==> src/rtl/pinmux_pkg.sv <==
package pinmux_pkg;
  localparam int PIN_COUNT  = 32;
  localparam int NUM_FUNC   = 4;
  localparam int NUM_WREG   = 6;   // writable registers
  localparam int REG_GPIOEN = 0;
  localparam int REG_MUXLO  = 1;
  localparam int REG_MUXHI  = 2;
  localparam int REG_OUTEN  = 3;
  localparam int REG_OUTVAL = 4;
  localparam int REG_SMPEN  = 5;
  localparam int REG_PINVAL = 6;   // read-only

  typedef enum logic [1:0] {
    OP_LOAD = 2'd0,
    OP_SET  = 2'd1,
    OP_CLR  = 2'd2,
    OP_TGL  = 2'd3
  } wrOp_e;

  typedef struct packed {
    logic [NUM_WREG-1:0] wrEn;
    wrOp_e               op;
    logic [2:0]          rdSel;
    logic                rdHit;
  } busStb_t;
endpackage

==> src/rtl/pinmux_ctrl.sv <==
module pinmux_ctrl
  import pinmux_pkg::*;
#(
  parameter int ADDR_W = 8
) (
  input  logic [ADDR_W-1:0] busAddr,
  input  logic              busWrite,
  output busStb_t           stb
);
  logic [2:0] regIdx;
  logic       aligned;
  logic       upperClear;
  logic       mapped;

  assign regIdx     = busAddr[6:4];
  assign aligned    = (busAddr[1:0] == 2'b00);
  assign upperClear = (busAddr[ADDR_W-1:7] == '0);
  assign mapped     = aligned && upperClear && (regIdx <= 3'(REG_PINVAL));

  always_comb begin
    stb.op    = wrOp_e'(busAddr[3:2]);
    stb.rdSel = regIdx;
    stb.rdHit = mapped;
    for (int r = 0; r < NUM_WREG; r++) begin
      stb.wrEn[r] = busWrite && mapped && (regIdx == 3'(r));
    end
  end
endmodule

==> src/rtl/pinmux_regs.sv <==
module pinmux_regs
  import pinmux_pkg::*;
#(
  parameter int PINS = PIN_COUNT
) (
  input  logic            clk,
  input  logic            rstN,
  input  busStb_t         stb,
  input  logic [PINS-1:0] busWdata,
  input  logic [PINS-1:0] padIn,
  output logic [PINS-1:0] busRdata,
  output logic [PINS-1:0] gpioEnQ,
  output logic [PINS-1:0] muxLoQ,
  output logic [PINS-1:0] muxHiQ,
  output logic [PINS-1:0] outEnQ,
  output logic [PINS-1:0] outValQ,
  output logic [PINS-1:0] smpEnQ,
  output logic [PINS-1:0] pinValQ
);
  logic [NUM_WREG-1:0][PINS-1:0] regVal;
  logic [PINS-1:0] syncA;
  logic [PINS-1:0] syncB;
  logic [PINS-1:0] sampleEn;

  function automatic logic [PINS-1:0] applyOp(wrOp_e op, logic [PINS-1:0] cur,
                                              logic [PINS-1:0] d);
    case (op)
      OP_LOAD: applyOp = d;
      OP_SET:  applyOp = cur | d;
      OP_CLR:  applyOp = cur & ~d;
      default: applyOp = cur ^ d;
    endcase
  endfunction

  for (genvar r = 0; r < NUM_WREG; r++) begin : g_reg
    localparam logic [PINS-1:0] RST_VAL = (r == REG_GPIOEN) ? '1 : '0;
    logic [PINS-1:0] q;
    always_ff @(posedge clk or negedge rstN) begin
      if (!rstN)            q <= RST_VAL;
      else if (stb.wrEn[r]) q <= applyOp(stb.op, q, busWdata);
    end
    assign regVal[r] = q;
  end

  assign gpioEnQ = regVal[REG_GPIOEN];
  assign muxLoQ  = regVal[REG_MUXLO];
  assign muxHiQ  = regVal[REG_MUXHI];
  assign outEnQ  = regVal[REG_OUTEN];
  assign outValQ = regVal[REG_OUTVAL];
  assign smpEnQ  = regVal[REG_SMPEN];

  assign sampleEn = gpioEnQ | smpEnQ;

  always_ff @(posedge clk or negedge rstN) begin
    if (!rstN) begin
      syncA   <= '0;
      syncB   <= '0;
      pinValQ <= '0;
    end else begin
      syncA   <= padIn;
      syncB   <= syncA;
      pinValQ <= (syncB & sampleEn) | (pinValQ & ~sampleEn);
    end
  end

  always_comb begin
    busRdata = '0;
    if (stb.rdHit) begin
      if (stb.rdSel == 3'(REG_PINVAL)) busRdata = pinValQ;
      for (int r = 0; r < NUM_WREG; r++) begin
        if (stb.rdSel == 3'(r)) busRdata = regVal[r];
      end
    end
  end
endmodule

==> src/rtl/pinmux_padsel.sv <==
module pinmux_padsel
  import pinmux_pkg::*;
#(
  parameter int PINS = PIN_COUNT,
  parameter int FUNCS = NUM_FUNC
) (
  input  logic [PINS-1:0]       gpioEnQ,
  input  logic [PINS-1:0]       muxLoQ,
  input  logic [PINS-1:0]       muxHiQ,
  input  logic [PINS-1:0]       outEnQ,
  input  logic [PINS-1:0]       outValQ,
  input  logic [FUNCS*PINS-1:0] periphOut,
  input  logic [FUNCS*PINS-1:0] periphOe,
  output logic [PINS-1:0]       padOut,
  output logic [PINS-1:0]       padOe
);
  for (genvar n = 0; n < PINS; n++) begin : g_pin
    logic [1:0]       fnSel;
    logic [FUNCS-1:0] fnOut;
    logic [FUNCS-1:0] fnOe;
    for (genvar f = 0; f < FUNCS; f++) begin : g_fn
      assign fnOut[f] = periphOut[f*PINS+n];
      assign fnOe[f]  = periphOe[f*PINS+n];
    end
    assign fnSel    = {muxHiQ[n], muxLoQ[n]};
    assign padOut[n] = gpioEnQ[n] ? outValQ[n] : fnOut[fnSel];
    assign padOe[n]  = gpioEnQ[n] ? outEnQ[n]  : fnOe[fnSel];
  end
endmodule

==> src/rtl/pinmux_port.sv <==
module pinmux_port
  import pinmux_pkg::*;
#(
  parameter int ADDR_W = 8,
  parameter int PINS   = PIN_COUNT,
  parameter int FUNCS  = NUM_FUNC,
  localparam int PW    = FUNCS * PINS
) (
  input  logic              clk,
  input  logic              rstN,
  input  logic [ADDR_W-1:0] busAddr,
  input  logic              busWrite,
  input  logic [PINS-1:0]   busWdata,
  output logic [PINS-1:0]   busRdata,
  input  logic [PINS-1:0]   padIn,
  output logic [PINS-1:0]   padOut,
  output logic [PINS-1:0]   padOe,
  input  logic [PW-1:0]     periphOut,
  input  logic [PW-1:0]     periphOe
);
  busStb_t         stb;
  logic [PINS-1:0] gpioEnQ, muxLoQ, muxHiQ, outEnQ, outValQ, smpEnQ, pinValQ;

  pinmux_ctrl #(.ADDR_W(ADDR_W)) u_ctrl (
    .busAddr (busAddr),
    .busWrite(busWrite),
    .stb     (stb)
  );

  pinmux_regs #(.PINS(PINS)) u_regs (
    .clk     (clk),
    .rstN    (rstN),
    .stb     (stb),
    .busWdata(busWdata),
    .padIn   (padIn),
    .busRdata(busRdata),
    .gpioEnQ (gpioEnQ),
    .muxLoQ  (muxLoQ),
    .muxHiQ  (muxHiQ),
    .outEnQ  (outEnQ),
    .outValQ (outValQ),
    .smpEnQ  (smpEnQ),
    .pinValQ (pinValQ)
  );

  pinmux_padsel #(.PINS(PINS), .FUNCS(FUNCS)) u_padsel (
    .gpioEnQ  (gpioEnQ),
    .muxLoQ   (muxLoQ),
    .muxHiQ   (muxHiQ),
    .outEnQ   (outEnQ),
    .outValQ  (outValQ),
    .periphOut(periphOut),
    .periphOe (periphOe),
    .padOut   (padOut),
    .padOe    (padOe)
  );
endmodule

==> config.mk <==
export PLATFORM = sky130hd
export DESIGN_NAME = pinmux_port
export DESIGN_NICKNAME = d
export VERILOG_FILES = /design/src/rtl/pinmux_pkg.sv /design/src/rtl/pinmux_ctrl.sv /design/src/rtl/pinmux_regs.sv /design/src/rtl/pinmux_padsel.sv /design/src/rtl/pinmux_port.sv
export SDC_FILE = /design/constraint.sdc
export NUM_CORES = 1
export LEC_CHECK = 0
export ABC_AREA = 1
export ABC_CLOCK_PERIOD_IN_PS = 2400
export BUFFER_PORTS_ARGS = -buffer_cell sky130_fd_sc_hd__buf_2
export CAP_MARGIN = 20
export CORE_ASPECT_RATIO = 1.2
export CORE_MARGIN = 5
export CORE_UTILIZATION = 48
export CTS_CLUSTER_DIAMETER = 100
export DETAILED_ROUTE_END_ITERATION = 8
export PLACE_DENSITY = 0.71
export SETUP_SLACK_MARGIN = 0.4
export SYNTH_ARGS = -nofsm -noshare
export SYNTH_HDL_FRONTEND = slang
export SYNTH_SLANG_ARGS = --single-unit
==> constraint.sdc <==
create_clock -name clk -period 2.4 [get_ports clk]
set_input_delay 0.12 -clock clk [delete_from_list [all_inputs] [get_ports clk]]
set_output_delay 0.12 -clock clk [all_outputs]
set_load 0.01 [all_outputs]
==> flow_summary.toml, run 1 <==
[run_status]
status = "complete, no violations"

[layout]
multi_input_area_sq_um = 14200
fillCellCount = 4235
most-common-layout-cells = "830 x nand2_1, 424 x buf_2, 414 x o21ai_0"
nets = 4147
area_growth_pct = 19.9
final-instance-count-excl-fill = 4086
layout-drive-gt1-share_pct = 17.2
layout_commonest_cell = "nand2_1"
seqCellArea_sq_um = 7250

[critical_path]
cp.required_ps = 2280
cpMaxStageDelayCell = "dfrtp_2"
critical_path_class = "reg2out"
crit_chain = "inv_1 > nor2_1 > nor2_1 > nand2_1 > nand2_1 > a21oi_2 > buf_2"
cp_max_fo = 7
critPathCaptureType = "output pin"
worst_setup_path_start_kind = "register"
critPathArrivalTime_ps = 1810
max_stage_delay_ps = 420

[synth]
synth-compound-area-share_pct = 19.1
synth_xor_area_share_pct = 0
synthAdderAreaFrac_pct = 21.0
synthDistinctLibCells = 22
ys_ff_latch = 288
synth_ff_type = "dfrtp_1"
postSynthAreaPerCell_sq_um = 7.57
syn_nets = 3736
synth-edff-count = 0
syn_area_sq_um = 22900
muxShareOfSynthArea_pct = 0
async_flop_share_pct = 100
synth_top_family_by_area = "simple AND/OR/NAND/NOR gates"
synthCells = 3021
yosys.area_share.simple_pct = 21.5
synth_warnings = 0
seq_area_frac_synth_pct = 31.7

[power_and_ir_drop]
seqPwrFrac_pct = 37.7
power-per-cell-area_nw_per_um2 = 622
p_leak_nw = 13.6
p_switching_mw = 6.31
sw_frac_of_total_pct = 37.0
p_int_mw = 10.8
power_frac_clock_pct = 30.3
combPwrFrac_pct = 31.9
ir_worst_vdd_mv = 0.397
total_power_mw = 17.1

[timing]
finalClockSkew_ps = 10.0
tightestPinTransition_ps = 648
finalHoldViolations = 0
period_share_pct = 80.5
tns_ps = 0
drv_slew = 0
period_needed_ps = 1930
worst_slack_ps = 468
fin_hold_ws_ps = 113
fmaxAchievable_mhz = 518
finalSetupViolCount = 0
maxSlewHeadroom_pct = 56.8
grt_setup_unrepaired = "true"

[placement]
io_buffers = 426
gp_congestion = 0.912
dp_slack_ps = 358
hpwl_um = 54300
place_inst = 3983

[global_route]
gr-usage-all-layers_pct = 28.3
antenna_found_initial = 5
grt_pass1_vias = 24300
grt_overflow_total = 0
grt_max_degree = 103
grt_pass1_wl_um = 123000

[clock_tree]
clock_latency_ps = 530
clk_path_buf_depth = 3
cts_sinks = 288
path_clk_slew_ps = 60
cts_made_buffers = 35
cts_tree = "yes"
cts.htree.levels = 2
clockRootBuffer = "clkbuf_16"

[detailed_routing]
via_per_inst = 5.74
drc = 0
wirelength_um = 76700
via_count = 23400
drt_iter0_drc = 1664
dr.pass1.iters = 6
wl_per_cell_um = 18.8
ant_nets = 0

[die]
die_w_um = 209
die_y_um = 249
design.core.area_sq_um = 47100
boundaryPins = 427
start_util_pct = 48.5
die_area_sq_um = 52100
row_count = 87

[min_path]
worstHoldPathType = "in2reg"

[run]
max_cap_violations = 0
[cell families (layout without fill, tap and decap cells)]
family          count (synthesis)  after routing
simple gates                 1231           1231
other cells                     0              6
buf+inv                       406            842
fa+ha+maj                     384            384
compound gates                712            712
flops                         288            288
[power by group through the flow]
stage               sequential [mW]  clock [mW]  combinational (mW)
global route                   6.54        5.44                6.22
CTS                            6.41        5.27                5.44
floorplan                      6.25           0                3.44
detailed placement             6.49           0                5.34
global placement               6.44           0                5.03
finish                         6.44        5.18                5.45
[worst max-delay path: cells and delay by family (launching register included)]
| family | cells | cell delay (ps) |
|---|---|---|
| and+or+nand+nor | 4 | 350 |
| DFF | 1 | 420 |
| AOI/OAI and AO/OA | 1 | 180 |
| buffers and inverters | 2 | 330 |
[cells in the mapped netlist, types with 35 or more instances]
cell type | number | area [sq um]
inv_1 | 261 | 980
nand4_1 | 61 | 382
o22ai_1 | 64 | 400
ha_1 | 384 | 4800
o2111ai_1 | 190 | 1660
a21oi_1 | 35 | 175
dfrtp_1 | 256 | 6410
clkbuf_1 | 116 | 435
o21ai_0 | 417 | 2090
nand2_1 | 832 | 3120
nor2_1 | 261 | 980
nand3_1 | 69 | 345
[worst paths after layout]
check                                   from            endpoint  slack (ps)  cells after the start
min in group asynchronous               rstN   u_regs.muxLoQ[11]         140                      2
max                        u_regs.muxLoQ[14]        busRdata[14]         470                      7
min reg2reg                 u_regs.syncA[26]    u_regs.syncB[26]         350                      0
min                             busWdata[21]   u_regs.muxLoQ[21]         110                      5
max reg2reg                u_regs.gpioEnQ[0]   u_regs.gpioEnQ[0]         930                      6
max in group asynchronous               rstN  u_regs.gpioEnQ[23]        1420                      3
[routing by layer]
layer	part of all wire (%)	GRT usage, %
met1	40	34.0
met2	50	50.4
met3	5.7	3.69
met4	4.2	12.7
met5	0	0
[layout make-up]
cell class                      count  area share, %
Inverter                          267           3.68
Tap cell                          623           2.84
Antenna cell                        6         0.0548
Multi-Input combinational cell   2327           51.8
Sequential cell                   288           26.4
Clock inverter                      7          0.219
Timing Repair Buffer              513           11.3
Clock buffer                       55           3.70
[per-stage QoR]
step / utilization [%] / area, sq um
2_1_floorplan: - / 22900
3_3_place_gp: 55.0 / 25900
3_5_place_dp: 55.0 / 25900
4_1_cts: 58.1 / 27400
5_1_grt: 58.2 / 27400
6_report: 58.2 / 27400
[timing repair]
action	in CTS	in global routing
pin swaps	1	1
setup endpoints to repair	4	15
hold buffers	33	0
endpoints found under the hold margin	91	0
resized for setup	5	20
cloned	0	0
buffers inserted	2	0
(Power assumes the default switching activity.)
==> run 2: changes to the inputs <==
ABC_CLOCK_PERIOD_IN_PS = 1600   (was 2400)
PLACE_DENSITY = 0.73   (was 0.71)
clock period = 1.6 ns   (was 2.4 ns; I/O delays follow)
==> flow_summary.toml, run 2 (same netlist as run 1, synthesis figures left out) <==
[critical_path]
critPathCaptureType = "output pin"
crit_family = "flip-flops"
crit_top_cell = "nand2_1"
max_stage_delay_ps = 540
crit_chain = "nand3_2 > nand2_2 > nor2_1 > nand2_1 > nand2_1 > a21oi_2 > buf_2"
worst_setup_path_start_kind = "register"
cp_max_fo = 2
critPathArrivalTime_ps = 1720
cpMaxStageDelayCell = "dfstp_2"
critical_path_class = "reg2out"
cp.required_ps = 1520
cp_num_buf_inv = 1

[detailed_routing]
via_count = 24500
ant_nets = 0
drc = 0
via_per_inst = 5.69
wl_per_cell_um = 19.0
drt_iter0_drc = 1717
wirelength_um = 81800
dr.pass1.iters = 5

[global_route]
grt_pass1_vias = 23500
grt_overflow_total = 0
gr-usage-all-layers_pct = 28.6
antenna_found_initial = 0
grt.busiest_layer = "met2"
globalRouteMet3Util_pct = 3.79
grt_max_degree = 41
grt_util_met1_pct = 37.2
use_met2_pct = 49.5
grt_pass1_wl_um = 124000

[die]
boundaryPins = 427
die_area_sq_um = 52100
start_util_pct = 48.5
die_y_um = 249
row_count = 87
design.core.area_sq_um = 47100
die_w_um = 209

[timing]
grt_setup_unrepaired = "true"
finalHoldViolations = 0
finalSetupViolCount = 96
fin_hold_ws_ps = 24.4
finalClockSkew_ps = 22.3
period_needed_ps = 1800
tightestPinTransition_ps = 652
tns_ps = -8440
fmaxAchievable_mhz = 556
worst_slack_ps = -198
period_share_pct = 112
maxSlewHeadroom_pct = 56.5
drv_slew = 0

[placement]
io_buffers = 426
gp_congestion = 0.849
placed_cell_area_sq_um = 26900
hpwl_um = 53700

[layout]
nets = 4375
area_growth_pct = 40.4
layout-drive-gt1-share_pct = 34.9
stdcell_area_sq_um = 32100
layout_commonest_cell = "nand2_1"
most-common-layout-cells = "765 x nand2_1, 411 x buf_2, 329 x ha_1"
num_antenna_cells = 0
fillCellCount = 3699

[run_status]
violations = "setup timing"
status = "finished with violations"

[power_and_ir_drop]
p_leak_nw = 15.1
ir_worst_vdd_mv = 0.730
power-per-cell-area_nw_per_um2 = 926

[clock_tree]
clockRootBuffer = "clkbuf_16"
path_clk_slew_ps = 60
clk_path_buf_depth = 3
cts_sinks = 288
cts_made_buffers = 36
clock_latency_ps = 560
cts_tree = "yes"
cts.htree.levels = 2

[run]
max_cap_violations = 0

[min_path]
worstHoldPathType = "in2async"
==> run 2: changes by cell type in the layout (fill, tap and decap cells not counted), moves of 47 or more <==
cell,change
o21ai_0,-218
o21ai_1,+171
buf_4,+111
inv_1,-111
buf_6,+92
nand2_1,-65
nand2_2,+65
nor2_1,-63
inv_2,+61
ha_1,-55
ha_4,+55
o21ai_2,+47
==> run 2: cell type report <==
| cell class | instances | area (sq um) | share of cell area [%] |
|---|---|---|---|
| Clock buffer | 58 | 1140 | 3.54 |
| Clock inverter | 7 | 48.8 | 0.152 |
| Inverter | 267 | 1240 | 3.87 |
| Multi-Input combinational cell | 2327 | 16000 | 49.7 |
| Sequential cell | 288 | 7290 | 22.7 |
| Tap cell | 623 | 779 | 2.43 |
| Timing Repair Buffer | 740 | 5650 | 17.6 |
==> run 2: what timing repair did <==
item / CTS / global route
pin swaps: 203 / 178
resized for setup: 454 / 430
setup endpoints to repair: 209 / 288
hold buffers: 33 / 0
hold endpoints to repair: 293 / 0
buffers inserted: 109 / 53
==> run 2: layer usage <==
layer / wire length (um) / vias to the layer above / share of wire [%]
met2: 40600 / 998 / 50
met5: 0 / - / 0
met4: 2680 / 0 / 3.3
met3: 4950 / 192 / 6.0
li1: - / 11700 / -
met1: 33600 / 11700 / 41
==> run 2: path summary, 6_finish.rpt <==
| check | depth (start not counted) | slack, ps | from | to |
|---|---|---|---|---|
| max reg2reg | 8 | 30 | u_regs.gpioEnQ[7] | u_regs.gpioEnQ[7] |
| max | 7 | -200 | u_regs.gpioEnQ[5] | busRdata[5] |
| min in group clk | 5 | 60 | busWdata[5] | u_regs.muxHiQ[5] |
| min reg2reg | 0 | 340 | u_regs.syncA[1] | u_regs.syncB[1] |
| min | 2 | 20 | rstN | u_regs.muxLoQ[0] |
| max in group asynchronous | 3 | 900 | rstN | u_regs.gpioEnQ[27] |
==> run 2: stage by stage <==
step	worst slack (ps)	power (mW)	std cells	utilization (%)
after global placement	38.0	17.7	4050	57.1
after global routing	-258	31.5	4310	68.1
after floorplan	262	14.6	3021	-
after CTS	-231	28.0	4257	64.2
final	-198	29.7	4310	68.1
after detailed placement	18.4	17.9	4050	57.1
==> run 2: worst reg2reg max path, delay by kind of cell (launching register included) <==
family,cells,cell delay [ps]
flip-flops,1,550
buffers and inverters,3,450
adder cells (fa/ha/maj),1,260
AO/OA/AOI/OAI,2,140
AND/OR/NAND/NOR,2,120
==> run 2: where the power goes <==
part | internal (mW) | switching, mW
Combinational | 5.28 | 6.41
Sequential | 8.57 | 1.20
Clock | 4.87 | 3.42
Total | 18.7 | 11.0
